`src/rtl/seg_xlate_pkg.sv`:
```
package seg_xlate_pkg;
    localparam int SEG_CODE  = 0;
    localparam int SEG_HEAP  = 1;
    localparam int SEG_RSVD  = 2;
    localparam int SEG_STACK = 3;

    typedef enum logic [1:0] {
        OUT_IDLE   = 2'd0,
        OUT_MAPPED = 2'd1,
        OUT_FAULT  = 2'd2
    } out_state_e;
endpackage

```
`src/rtl/seg_regfile.sv`:
```
module seg_regfile #(
    parameter int OFF_W = 12,
    parameter int SEL_W = 2,
    parameter int PA_W  = 16,
    localparam int NSEG = 1 << SEL_W,
    localparam int LIM_W = OFF_W + 1
) (
    input  logic                        clk,
    input  logic                        rst_n,
    input  logic                        cfg_we,
    input  logic                        kernel_mode,
    input  logic [SEL_W-1:0]            cfg_sel,
    input  logic [PA_W-1:0]             cfg_base,
    input  logic [LIM_W-1:0]            cfg_limit,
    input  logic                        cfg_down,
    output logic [NSEG-1:0][PA_W-1:0]   slot_base,
    output logic [NSEG-1:0][LIM_W-1:0]  slot_limit,
    output logic [NSEG-1:0]             slot_down,
    output logic                        priv_viol
);
    import seg_xlate_pkg::*;

    logic wr_ok;
    assign wr_ok = cfg_we && kernel_mode;

    for (genvar s = 0; s < NSEG; s++) begin : g_slot
        if (s == SEG_RSVD) begin : g_unused
            assign slot_base[s]  = '0;
            assign slot_limit[s] = '0;
            assign slot_down[s]  = 1'b0;
        end else begin : g_live
            logic [PA_W-1:0]  base_q;
            logic [LIM_W-1:0] limit_q;
            logic             down_q;
            always_ff @(posedge clk or negedge rst_n) begin
                if (!rst_n) begin
                    base_q  <= '0;
                    limit_q <= '0;
                    down_q  <= 1'b0;
                end else if (wr_ok && cfg_sel == SEL_W'(s)) begin
                    base_q  <= cfg_base;
                    limit_q <= cfg_limit;
                    down_q  <= cfg_down;
                end
            end
            assign slot_base[s]  = base_q;
            assign slot_limit[s] = limit_q;
            assign slot_down[s]  = down_q;
        end
    end

    always_ff @(posedge clk or negedge rst_n) begin
        if (!rst_n) priv_viol <= 1'b0;
        else        priv_viol <= cfg_we && !kernel_mode;
    end
endmodule

```
`src/rtl/seg_calc.sv`:
```
module seg_calc #(
    parameter int OFF_W = 12,
    parameter int SEL_W = 2,
    parameter int PA_W  = 16,
    localparam int NSEG = 1 << SEL_W,
    localparam int LIM_W = OFF_W + 1
) (
    input  logic [SEL_W-1:0]            sel,
    input  logic [OFF_W-1:0]            offset,
    input  logic [NSEG-1:0][PA_W-1:0]   slot_base,
    input  logic [NSEG-1:0][LIM_W-1:0]  slot_limit,
    input  logic [NSEG-1:0]             slot_down,
    output logic [PA_W-1:0]             pa_calc,
    output logic                        legal
);
    import seg_xlate_pkg::*;

    localparam logic [LIM_W-1:0] SPAN = {1'b1, {OFF_W{1'b0}}};

    logic [PA_W-1:0]  base;
    logic [LIM_W-1:0] limit;
    logic [LIM_W-1:0] off_x;
    logic [LIM_W-1:0] mag;

    always_comb begin
        base    = slot_base[sel];
        limit   = slot_limit[sel];
        off_x   = {1'b0, offset};
        mag     = SPAN - off_x;
        if (sel == SEL_W'(SEG_RSVD)) begin
            legal   = 1'b0;
            pa_calc = '0;
        end else if (slot_down[sel]) begin
            legal   = (mag <= limit);
            pa_calc = base - PA_W'(mag);
        end else begin
            legal   = (off_x < limit);
            pa_calc = base + PA_W'(offset);
        end
    end
endmodule

```
`src/rtl/seg_outstage.sv`:
```
module seg_outstage #(
    parameter int PA_W = 16
) (
    input  logic            clk,
    input  logic            rst_n,
    input  logic            req,
    input  logic            legal,
    input  logic [PA_W-1:0] pa_calc,
    output logic [PA_W-1:0] pa,
    output logic            pa_valid,
    output logic            pa_fault
);
    import seg_xlate_pkg::*;

    out_state_e      state_q, state_d;
    logic [PA_W-1:0] pa_q;

    always_comb begin
        if (!req)       state_d = OUT_IDLE;
        else if (legal) state_d = OUT_MAPPED;
        else            state_d = OUT_FAULT;
    end

    always_ff @(posedge clk or negedge rst_n) begin
        if (!rst_n) begin
            state_q <= OUT_IDLE;
            pa_q    <= '0;
        end else begin
            state_q <= state_d;
            pa_q    <= (req && legal) ? pa_calc : '0;
        end
    end

    always_comb begin
        pa_valid = 1'b0;
        pa_fault = 1'b0;
        pa       = '0;
        unique case (state_q)
            OUT_IDLE:   ;
            OUT_MAPPED: begin
                pa_valid = 1'b1;
                pa       = pa_q;
            end
            OUT_FAULT:  pa_fault = 1'b1;
            default:    ;
        endcase
    end
endmodule

```
`src/rtl/seg_xlate.sv`:
```
module seg_xlate #(
    parameter int OFF_W = 12,
    parameter int SEL_W = 2,
    parameter int PA_W  = 16,
    localparam int VA_W  = SEL_W + OFF_W,
    localparam int NSEG  = 1 << SEL_W,
    localparam int LIM_W = OFF_W + 1
) (
    input  logic             clk,
    input  logic             rst_n,
    input  logic             req,
    input  logic [VA_W-1:0]  vaddr,
    input  logic             kernel_mode,
    input  logic             cfg_we,
    input  logic [SEL_W-1:0] cfg_sel,
    input  logic [PA_W-1:0]  cfg_base,
    input  logic [LIM_W-1:0] cfg_limit,
    input  logic             cfg_down,
    output logic [PA_W-1:0]  pa,
    output logic             pa_valid,
    output logic             pa_fault,
    output logic             priv_viol
);
    logic [NSEG-1:0][PA_W-1:0]  slot_base;
    logic [NSEG-1:0][LIM_W-1:0] slot_limit;
    logic [NSEG-1:0]            slot_down;
    logic [PA_W-1:0]            pa_calc;
    logic                       legal;

    seg_regfile #(.OFF_W(OFF_W), .SEL_W(SEL_W), .PA_W(PA_W)) u_regs (
        .clk        (clk),
        .rst_n      (rst_n),
        .cfg_we     (cfg_we),
        .kernel_mode(kernel_mode),
        .cfg_sel    (cfg_sel),
        .cfg_base   (cfg_base),
        .cfg_limit  (cfg_limit),
        .cfg_down   (cfg_down),
        .slot_base  (slot_base),
        .slot_limit (slot_limit),
        .slot_down  (slot_down),
        .priv_viol  (priv_viol)
    );

    seg_calc #(.OFF_W(OFF_W), .SEL_W(SEL_W), .PA_W(PA_W)) u_calc (
        .sel        (vaddr[VA_W-1:OFF_W]),
        .offset     (vaddr[OFF_W-1:0]),
        .slot_base  (slot_base),
        .slot_limit (slot_limit),
        .slot_down  (slot_down),
        .pa_calc    (pa_calc),
        .legal      (legal)
    );

    seg_outstage #(.PA_W(PA_W)) u_out (
        .clk      (clk),
        .rst_n    (rst_n),
        .req      (req),
        .legal    (legal),
        .pa_calc  (pa_calc),
        .pa       (pa),
        .pa_valid (pa_valid),
        .pa_fault (pa_fault)
    );
endmodule

```
`config.mk`:
```
export PLATFORM = sky130hd
export DESIGN_NAME = seg_xlate
export DESIGN_NICKNAME = d
export VERILOG_FILES = /design/src/rtl/seg_xlate_pkg.sv /design/src/rtl/seg_regfile.sv /design/src/rtl/seg_calc.sv /design/src/rtl/seg_outstage.sv /design/src/rtl/seg_xlate.sv
export SDC_FILE = /design/constraint.sdc
export NUM_CORES = 1
export LEC_CHECK = 0
export ABC_AREA = 0
export BUFFER_PORTS_ARGS = -buffer_cell sky130_fd_sc_hd__buf_2
export CAP_MARGIN = 25
export CORE_MARGIN = 2
export CORE_UTILIZATION = 25
export CTS_CLUSTER_DIAMETER = 60
export CTS_CLUSTER_SIZE = 40
export DETAILED_ROUTE_END_ITERATION = 12
export GPL_TIMING_DRIVEN = 1
export SYNTH_ARGS = -nofsm -noshare
export SYNTH_HDL_FRONTEND = slang
export SYNTH_SLANG_ARGS = --single-unit
```
`constraint.sdc`:
```
create_clock -name clk -period 5.96 [get_ports clk]
set_input_delay 0.596 -clock clk [delete_from_list [all_inputs] [get_ports clk]]
set_output_delay 0.596 -clock clk [all_outputs]
set_load 0.01 [all_outputs]
```
# After elaboration in Yosys (flattened, before gate mapping)
# Cells that the tools add are included.
[word_totals]
register_bits = 109
inputBits = 51
out_inout_bits = 19
wordCells = 47
[op_classes]
add_sub_neg = 3
n_lt_le_gt_ge = 3
eq_ne = 5
n_mux = 16
reduce_logical = 8
[op_table]
columns = ["op", "count"]
rows = [
  ["$mux W16", 5],
  ["$bmux W16 S2", 1],
  ["$bmux W13 S2", 1],
  ["$add A16 B12 Y16", 1],
  ["$sub A16 B13 Y16", 1],
  ["$le A13 B13 Y1", 1],
  ["$lt A12 B13 Y1", 1],
  ["$mux W13", 1],
  ["$sub A13 B12 Y13 const A", 1],
  ["$eq A2 B2 Y1 const B", 3],
  ["$logic_and A1 B1 Y1", 6],
  ["$mux W1", 5],
  ["$eq A2 B1 Y1 const B", 2],
  ["$mux W2", 2],
  ["$lt A2 B3 Y1 const B", 1],
  ["$bmux W1 S2", 1],
  ["$logic_not A2 Y1", 1],
  ["$logic_not A1 Y1", 1],
]

# Depth between registers and ports, before layout
# Gate-level depths: netlist of the first run.
[depth]
ltp_word = 7
mapped_depth = 16
ltp_nobuf = 14

# Cells and area by module
# Synthesis of the first run repeated with hierarchy kept, for this count alone.
[unflattened]
cells_unflattened = 545
hier_area_um2 = 6723.9
[by_module_without_submodules]
columns = ["module", "instances", "cells_per_inst", "area_per_inst_um2", "seq_area_each_um2"]
rows = [
  ["seg_regfile", 1, 228, 3647.2, 2277.2],
  ["seg_calc", 1, 259, 2313.5, 0.0],
  ["seg_outstage", 1, 58, 763.2, 450.4],
]

# Worst setup path before layout of the first run
# Ideal clock, no wire load.
[synth_timing]
path_kind = "input to register"
from = "input port vaddr[13]"
to = "register u_out.pa_q[7]"
arrival_ns = 3.506
required_ns = 5.889
path_slack_ns = 2.383
stages = 14
path_cell_list = "clkbuf_1 > clkbuf_1 > mux2_2 > a22oi_1 > ha_1 > and3_4 > o21ai_2 > a311oi_1 > a2111oi_1 > o22ai_1 > or3_1 > buf_2 > buf_6 > nor2_1"
[synth_via]
elab_chain_len = 7
elab_cells_between_ends = 17
[synth_lines]
columns = ["element", "line_no", "text"]
rows = [
  ["start, declared", "seg_xlate.sv:12", "input logic [VA_W-1:0] vaddr,"],
  ["$bmux W13 S2", "seg_calc.sv:27", "limit = slot_limit[sel];"],
  ["$mux W13 (not written as such)", "seg_calc.sv:27", ""],
  ["$lt A12 B13 Y1 / $le A13 B13 Y1 (equally long branches)", "seg_calc.sv:37, seg_calc.sv:34", ""],
  ["$mux W1", "seg_calc.sv:33", "end else if (slot_down[sel]) begin"],
  ["$mux W1", "seg_calc.sv:30", "if (sel == SEL_W'(SEG_RSVD)) begin"],
  ["$logic_and A1 B1 Y1", "seg_outstage.sv:30", "pa_q <= (req && legal) ? pa_calc : '0;"],
  ["$mux W16 *", "seg_outstage.sv:30", ""],
  ["end signal, assigned", "seg_outstage.sv:30", ""],
  ["end, declared", "seg_outstage.sv:16", "logic [PA_W-1:0] pa_q;"],
]
# Every way passes the cells marked *; elsewhere a longest branch is shown, timed or not. The select of a mux whose other input is x is not followed.
# A chain may end at the register's enable or synchronous reset.

# Worst setup path after layout of the first run
[layout_timing]
from = "input port vaddr[13]"
to = "register u_out.pa_q[14]"
# The elaborated chain is that of the path after synthesis.

==> run summary, run 1 <==
status: finished clean
Design Area, Final: 0.007106 sq mm
Area after DPL: 0.006812 sq mm
Worst EP required: 6230 ps
worst r2r src: u_regs.g_slot[3].g_live.limit_q[3]$_DFFE_PN0P_
setup_tns: 0 ps
final setup vio count: 0
GRT met2 Usage: 0.1842
IO buf count: 69
Mean Syn Cell Area: 11.88 sq um
Yosys Warn Count: 0
wire per inst: 16.02 microns
CP endpoint kind: flip-flop
Worst R2R Setup Slack: 2900 ps
Mapped Nets: 606
Syn Inst Count: 514
Max clock buf depth: 2
critical-path maximum fanout: 32
Congestion Overflow GR: 0
largest net degree at the start of global routing: 59
CTS H-tree depth: 3
drt initial violations: 199
Max VDD drop: 126.7 uV
Total GRT Usage: 0.1173
final worst slack: 1947 ps
top_reg_cell synth: dfrtp_1
die height: 160.3 microns
vias per cell: 4.558
Core Area: 0.02418 sq mm
Die Area: 0.02570 sq mm
P_leak: 3.239 nW
Relative slew margins: 0.3746
number of global-route vias before repair: 4159
Die X: 160.3 microns
Multi-input gate area: 0.003226 sq mm
actual slew at the worst max-slew pin: 937.1 ps
initial core utilization: 0.2527
Seq/Total Area, Yosys: 0.4465
TritonCTS Buffers: 9
CP Launch Type: primary input
global-route wire length before repair: 23430 microns
post-layout net count: 668
CTS tree: done
Post-route DRC: 0
Post-CTS Hold Fix Bufs: 0
Slew Limit Fails: 0
cell row count: 57
FMAX: 0.2492 GHz
register area: 0.002728 sq mm
reg-to-reg endpoint: u_out.pa_q[12]$_DFF_PN0_
share of layout cells above drive strength 1: 0.3776
post-route clock skew: 5.983 ps
initial antenna violation count: 3
Worst-path clk slew: 70 ps
mapped cell area: 0.006108 sq mm
buffer count from post-CTS setup fixing: 0
1st-pass router iterations: 5
Yosys reg bits: 109
Layout area overhead: 16.33%
RSZ-0062 raised after global routing: no
Hold Violations, Final: 0
routability-driven placement congestion ratio: 0.8835
crit-path max cell delay: 840 ps
synth unique cells: 48
R2R depth: 10
CTS Sinks: 109
FILL cells: 2511
power per cell area: 306.0 mW/mm^2
ys async rst share: 1.000
crit share post-route: 0.6734
Global Route met1 Usage: 0.1567
slowest CP cell: nor2_2
I/O pin cnt: 70
clk root buf: clkbuf_16
total power: 0.002174 W
crit path time final: 4013 ps
worst min path class: primary input to asynchronous set/reset pin
pre-CTS WS: 1564 ps
met3 Resource Use GR: 0.02505
Max-cap violations: 0
Routed WL: 14530 microns
Vias: 4134
Hold WS: 306.2 ps
Post-synth EDFFs: 0
Clock Latency Late Sink: 350 ps
CTS-repair resized insts: 0
placed wire-length estimate: 10820 microns
Cell Chain, Critical Path: buf_2 -> nor2_2 -> a22oi_1 -> ha_1 -> fa_1 -> nor2b_1 -> o31a_1 -> o21ai_0 -> a21oi_1 -> a311oi_1 -> or3_1 -> a21oi_1
CP Data Arrival Time: 4280 ps
most frequent CP cell: a21oi_1
Final ANT Viol Nets: 0
critical path class: primary input to flip-flop
global route hottest layer: met2
-- per-stage QoR --
step / util / instances
3_5_place_dp: 0.2817 / 889
4_1_cts: 0.2936 / 904
3_3_place_gp: 0.2817 / 889
5_1_grt: 0.2937 / 905
2_1_floorplan: - / 514
6_report: 0.2939 / 907
-- critical path: cells and delay by family --
family,cells,cell delay (ps)
buffers and inverters,1,370
AO/OA/AOI/OAI,6,1220
AND/OR/NAND/NOR,3,1410
adder cells (fa/ha/maj),2,670
-- worst max-delay path by stage --
stage / endpoint / startpoint
after global routing: u_out.pa_q[14]$_DFF_PN0_ / vaddr[13]
final: u_out.pa_q[14]$_DFF_PN0_ / vaddr[13]
after detailed placement: u_out.pa_q[14]$_DFF_PN0_ / vaddr[13]
after global placement: u_out.pa_q[14]$_DFF_PN0_ / vaddr[13]
after floorplan: u_out.pa_q[7]$_DFF_PN0_ / vaddr[13]
after CTS: u_out.pa_q[14]$_DFF_PN0_ / vaddr[13]
-- cell families after synthesis --
logic type,count (synthesis),share of synthesized area
mux,120,0.2218
buf+inv,41,0.02663
flops,109,0.4465
xor+xnor,19,0.02724
fa+ha+maj,41,0.08521
compound gates,87,0.1065
simple gates,97,0.08603
-- synthesized netlist by cell type (3+ instances only) --
cell | n | area share
nand4_1 | 5 | 0.0051
a22oi_1 | 15 | 0.018
or3_1 | 7 | 0.0072
xor2_1 | 8 | 0.011
inv_1 | 18 | 0.011
o21a_1 | 5 | 0.0061
nor3_1 | 9 | 0.0074
dfrtp_1 | 109 | 0.45
nor2b_1 | 9 | 0.0092
nor2_1 | 21 | 0.013
xnor2_1 | 11 | 0.016
nand3_1 | 4 | 0.0033
clkbuf_1 | 21 | 0.013
a21oi_1 | 15 | 0.012
nand2_1 | 15 | 0.0092
a211oi_1 | 3 | 0.0037
nand2b_1 | 4 | 0.0041
o21ai_0 | 9 | 0.0074
a21o_1 | 5 | 0.0061
ha_1 | 40 | 0.082
mux2_2 | 119 | 0.22
a22o_1 | 14 | 0.020
and2_1 | 17 | 0.017
-- layout make-up --
class                           instances  share of cell area
Multi-Input combinational cell        364              0.4540
Antenna cell                            3            0.001057
Clock buffer                           12             0.03751
Tap cell                              324             0.05705
Clock inverter                          3            0.002817
Timing Repair Buffer                   74             0.05423
Sequential cell                       109              0.3839
Inverter                               18            0.009509
-- registers in the layout, summed over array words and instances, names as in the netlist --
signal                        flops
u_out.pa_q                       16
u_out.state_q                     2
u_regs.g_slot.g_live.base_q      48
u_regs.g_slot.g_live.down_q       3
u_regs.g_slot.g_live.limit_q     39
u_regs.priv_viol                  1
-- power by group --
| group | switching, W | internal, W |
|---|---|---|
| Combinational | 0.000310 | 0.000317 |
| Sequential | 0.0000681 | 0.000896 |
| Clock | 0.000268 | 0.000315 |
-- cell usage in the layout (no fill, tap or decap), drive strengths merged, types with 4 or more instances in the layout --
cell type  netlist  routed
a22o            14      14
nand2b           4       4
clkbuf          21      12
nand3            4       4
a21o             5       5
and2            17      17
a22oi           16      16
nor2            21      21
o21ai           13      13
mux2           120     120
or3              7       7
nor2b            9       9
xnor2           11      11
nand2           15      15
nor3             9       9
o21a             5       5
inv             18      18
nand4            5       5
xor2             8       8
a21oi           15      15
ha              40      40
dfrtp          109     109
buf              2      74
-- per-layer routing --
| layer | vias to the layer above | share of wire |
|---|---|---|
| li1 | 2009 | - |
| met1 | 2039 | 0.47 |
| met2 | 67 | 0.47 |
| met3 | 17 | 0.035 |
| met4 | 2 | 0.022 |
| met5 | - | 0.00089 |
No activity file was read; power rests on OpenSTA's default activity.
==> run 2, diff against run 1 <==
Settings changed: ABC_AREA 0 to 1.
Clock period 5.96 ns to 3.8 ns, I/O delays scaled along.
==> run 2 against run 1 <==
  * Synthesized area grew 4.8%
  * Flip-flop and latch count is the same
  * Highest routed layer is now met4
  * Register-to-register slack lost 1600 ps
  * Die area grew 4.6%
  * Utilization is essentially flat
  * Sequential power grew 52%
  * Largest cell class unchanged
  * Routed wire length grew 16%
==> run summary, run 2 <==
status: finished clean
Inst Count DP: 1222
Vias: 5416
mapped cell area: 0.006399 sq mm
commonest non-fill, non-tap cell in the layout: nand2_1
power per cell area: 454.3 mW/mm^2
FMAX: 0.3370 GHz
wire per inst: 13.59 microns
post-route clock skew: 7.052 ps
Multi-input gate area: 0.003059 sq mm
top-count cell post-synth: nand2_1
P_leak: 3.825 nW
die height: 164.0 microns
Max-cap violations: 0
share of layout cells above drive strength 1: 0.1322
Layout area overhead: 15.70%
RSZ-0062 raised after global routing: no
Seq pwr share: 0.437
IO buf count: 69
buffer count from post-CTS setup fixing: 0
top_reg_cell synth: dfrtp_1
TritonCTS Buffers: 9
register area: 0.002728 sq mm
CTS H-tree depth: 3
Post-route DRC: 0
global route hottest layer: met2
Area after DPL: 0.007087 sq mm
Final ANT Viol Nets: 0
Yosys reg bits: 109
Routed WL: 16870 microns
Seq/Total Area, Yosys: 0.4263
clk root buf: clkbuf_16
actual slew at the worst max-slew pin: 670.6 ps
sw power: 0.001129 W
initial core utilization: 0.2541
design internal power: 0.002234 W
vias per cell: 4.361
Post-CTS Hold Fix Bufs: 0
max FFs per register: 48
crit path time final: 2968 ps
Die X: 164.0 microns
global-route wire length before repair: 27650 microns
cell taking the most area after synthesis: dfrtp_1
Worst EP required: 4090 ps
commonest non-fill, non-tap cells in the layout: nand2_1, inv_1, dfrtp_1
clock share of power: 0.296
Post-synth EDFFs: 0
initial antenna violation count: 4
ys async rst share: 1.000
routability-driven placement congestion ratio: 0.8706
Slew Limit Fails: 0
setup_tns: 0 ps
CTS Sinks: 109
drt initial violations: 378
Hold Violations, Final: 0
critical path class: primary input to flip-flop
FILL cells: 2733
Largest Register: u_regs.g_slot.g_live.base_q
largest net degree at the start of global routing: 61
top cell type's share of synthesized area: 0.4263
cell row count: 58
ranking of synthesized cells by area: dfrtp_1, nand2_1, ha_1
GRT met2 Usage: 0.2150
Mapped Nets: 937
CP Data Arrival Time: 3260 ps
Mean Syn Cell Area: 7.572 sq um
final non-filler cell total: 1242
Yosys Warn Count: 0
Core Area: 0.02518 sq mm
Design Area, Final: 0.007403 sq mm
sw frac: 0.3357
CP endpoint kind: flip-flop
crit share post-route: 0.7810
Global Route met1 Usage: 0.1739
Total GRT Usage: 0.1320
I/O pin cnt: 70
final setup vio count: 0
Worst-path clk slew: 80 ps
Die Area: 0.02689 sq mm
Syn Inst Count: 845
largest registers: u_regs.g_slot.g_live.base_q (48), u_regs.g_slot.g_live.limit_q (39), u_out.pa_q (16)
CTS tree: done
1st-pass router iterations: 5
CTS-repair resized insts: 0
Max clock buf depth: 2
synth cell count leaders: nand2_1, inv_1, dfrtp_1
worst min path class: primary input to asynchronous set/reset pin
Clock Latency Late Sink: 370 ps
critical-path maximum fanout: 17
Congestion Overflow GR: 0
Relative slew margins: 0.5482
Max VDD drop: 228.0 uV
CP Launch Type: primary input
post-layout net count: 995
placed wire-length estimate: 12810 microns
met3 Resource Use GR: 0.03081
synth unique cells: 38
number of global-route vias before repair: 5277
Comb power frac: 0.267
run 2: cell count changes after synthesis, moves of 10 or more:
cell and change:
nand3_1 +13, a22o_1 -14, nor2_2 +10, o21ai_0 +90, nor2_1 +85, o22ai_1 +13
a21oi_1 +31, nand2_1 +168, mux2_2 -119, a22oi_1 -15, and2_1 -14, inv_1 +103
run 2: critical path, stage by stage:
cell and delay, ps:
buf_2 110, inv_1 110, ha_1 210, nand3_1 130, nor3_1 220, nand2_1 110
nor2_1 230, nand3_1 120, xor2_1 210, inv_1 70, ha_1 290, nand2_1 60
nor2_1 140, nand3_1 80, nor2_1 120, nor2_2 60, a21oi_4 190, nand3_4 240
nor2_2 160
run 2: cell families (layout without fill, tap and decap cells):
| logic type | Yosys count | after routing | synth area share |
|---|---|---|---|
| flip-flops | 109 | 109 | 0.4263 |
| AO/OA/AOI/OAI | 173 | 173 | 0.1465 |
| XOR/XNOR | 15 | 15 | 0.02053 |
| adder cells (fa/ha/maj) | 41 | 41 | 0.08135 |
| buffers and inverters | 155 | 218 | 0.09679 |
| AND/OR/NAND/NOR | 352 | 352 | 0.2286 |
| other | 0 | 4 | 0 |
run 2: metrics by stage:
step	utilization	hold WS, ps	total power [W]	setup slack, ps
3_3_place_gp	0.2814	463.3	0.002380	590.0
2_1_floorplan	-	84.41	0.002126	1028
5_1_grt	0.2939	103.7	0.003606	497.8
4_1_cts	0.2936	72.88	0.003404	850.3
3_5_place_dp	0.2814	469.9	0.002399	490.6
6_report	0.2940	46.83	0.003363	832.2
run 2: power by group through the flow:
stage	Combinational (W)	Sequential (W)	Clock, W
after global placement	0.000892	0.00149	0
final	0.000899	0.00147	0.000994
after detailed placement	0.000908	0.00149	0
after global routing	0.00105	0.00150	0.00106
after floorplan	0.000660	0.00147	0
after CTS	0.000912	0.00147	0.00102
run 2: cell type report:
class	instances	share of cell area
Clock buffer	9	0.03042
Antenna cell	4	0.001352
Inverter	123	0.06270
Tap cell	330	0.05577
Multi-Input combinational cell	581	0.4132
Timing Repair Buffer	79	0.05712
Clock inverter	7	0.01099
Sequential cell	109	0.3684
run 2: path summary, 6_finish.rpt:
path / from / end / slack [ps] / depth (start not counted)
max: vaddr[0] / u_out.pa_q[14]$_DFF_PN0_ / 830 / 19
min: rst_n / u_regs.g_slot[1].g_live.limit_q[8]$_DFFE_PN0P_ / 50 / 1
max reg2reg: u_regs.g_slot[0].g_live.base_q[0]$_DFFE_PN0P_ / u_out.pa_q[14]$_DFF_PN0_ / 1290 / 14
min reg2reg: u_regs.g_slot[0].g_live.base_q[14]$_DFFE_PN0P_ / u_regs.g_slot[0].g_live.base_q[14]$_DFFE_PN0P_ / 490 / 2
max in group asynchronous: rst_n / u_out.pa_q[13]$_DFF_PN0_ / 2860 / 2
min in group clk: kernel_mode / u_regs.priv_viol$_DFF_PN0_ / 160 / 2
run 2: metal layers:
layer	wire, microns	part of all wire
met1	7956	0.47
met2	7907	0.47
met3	736	0.044
met4	274	0.016
met5	0	0
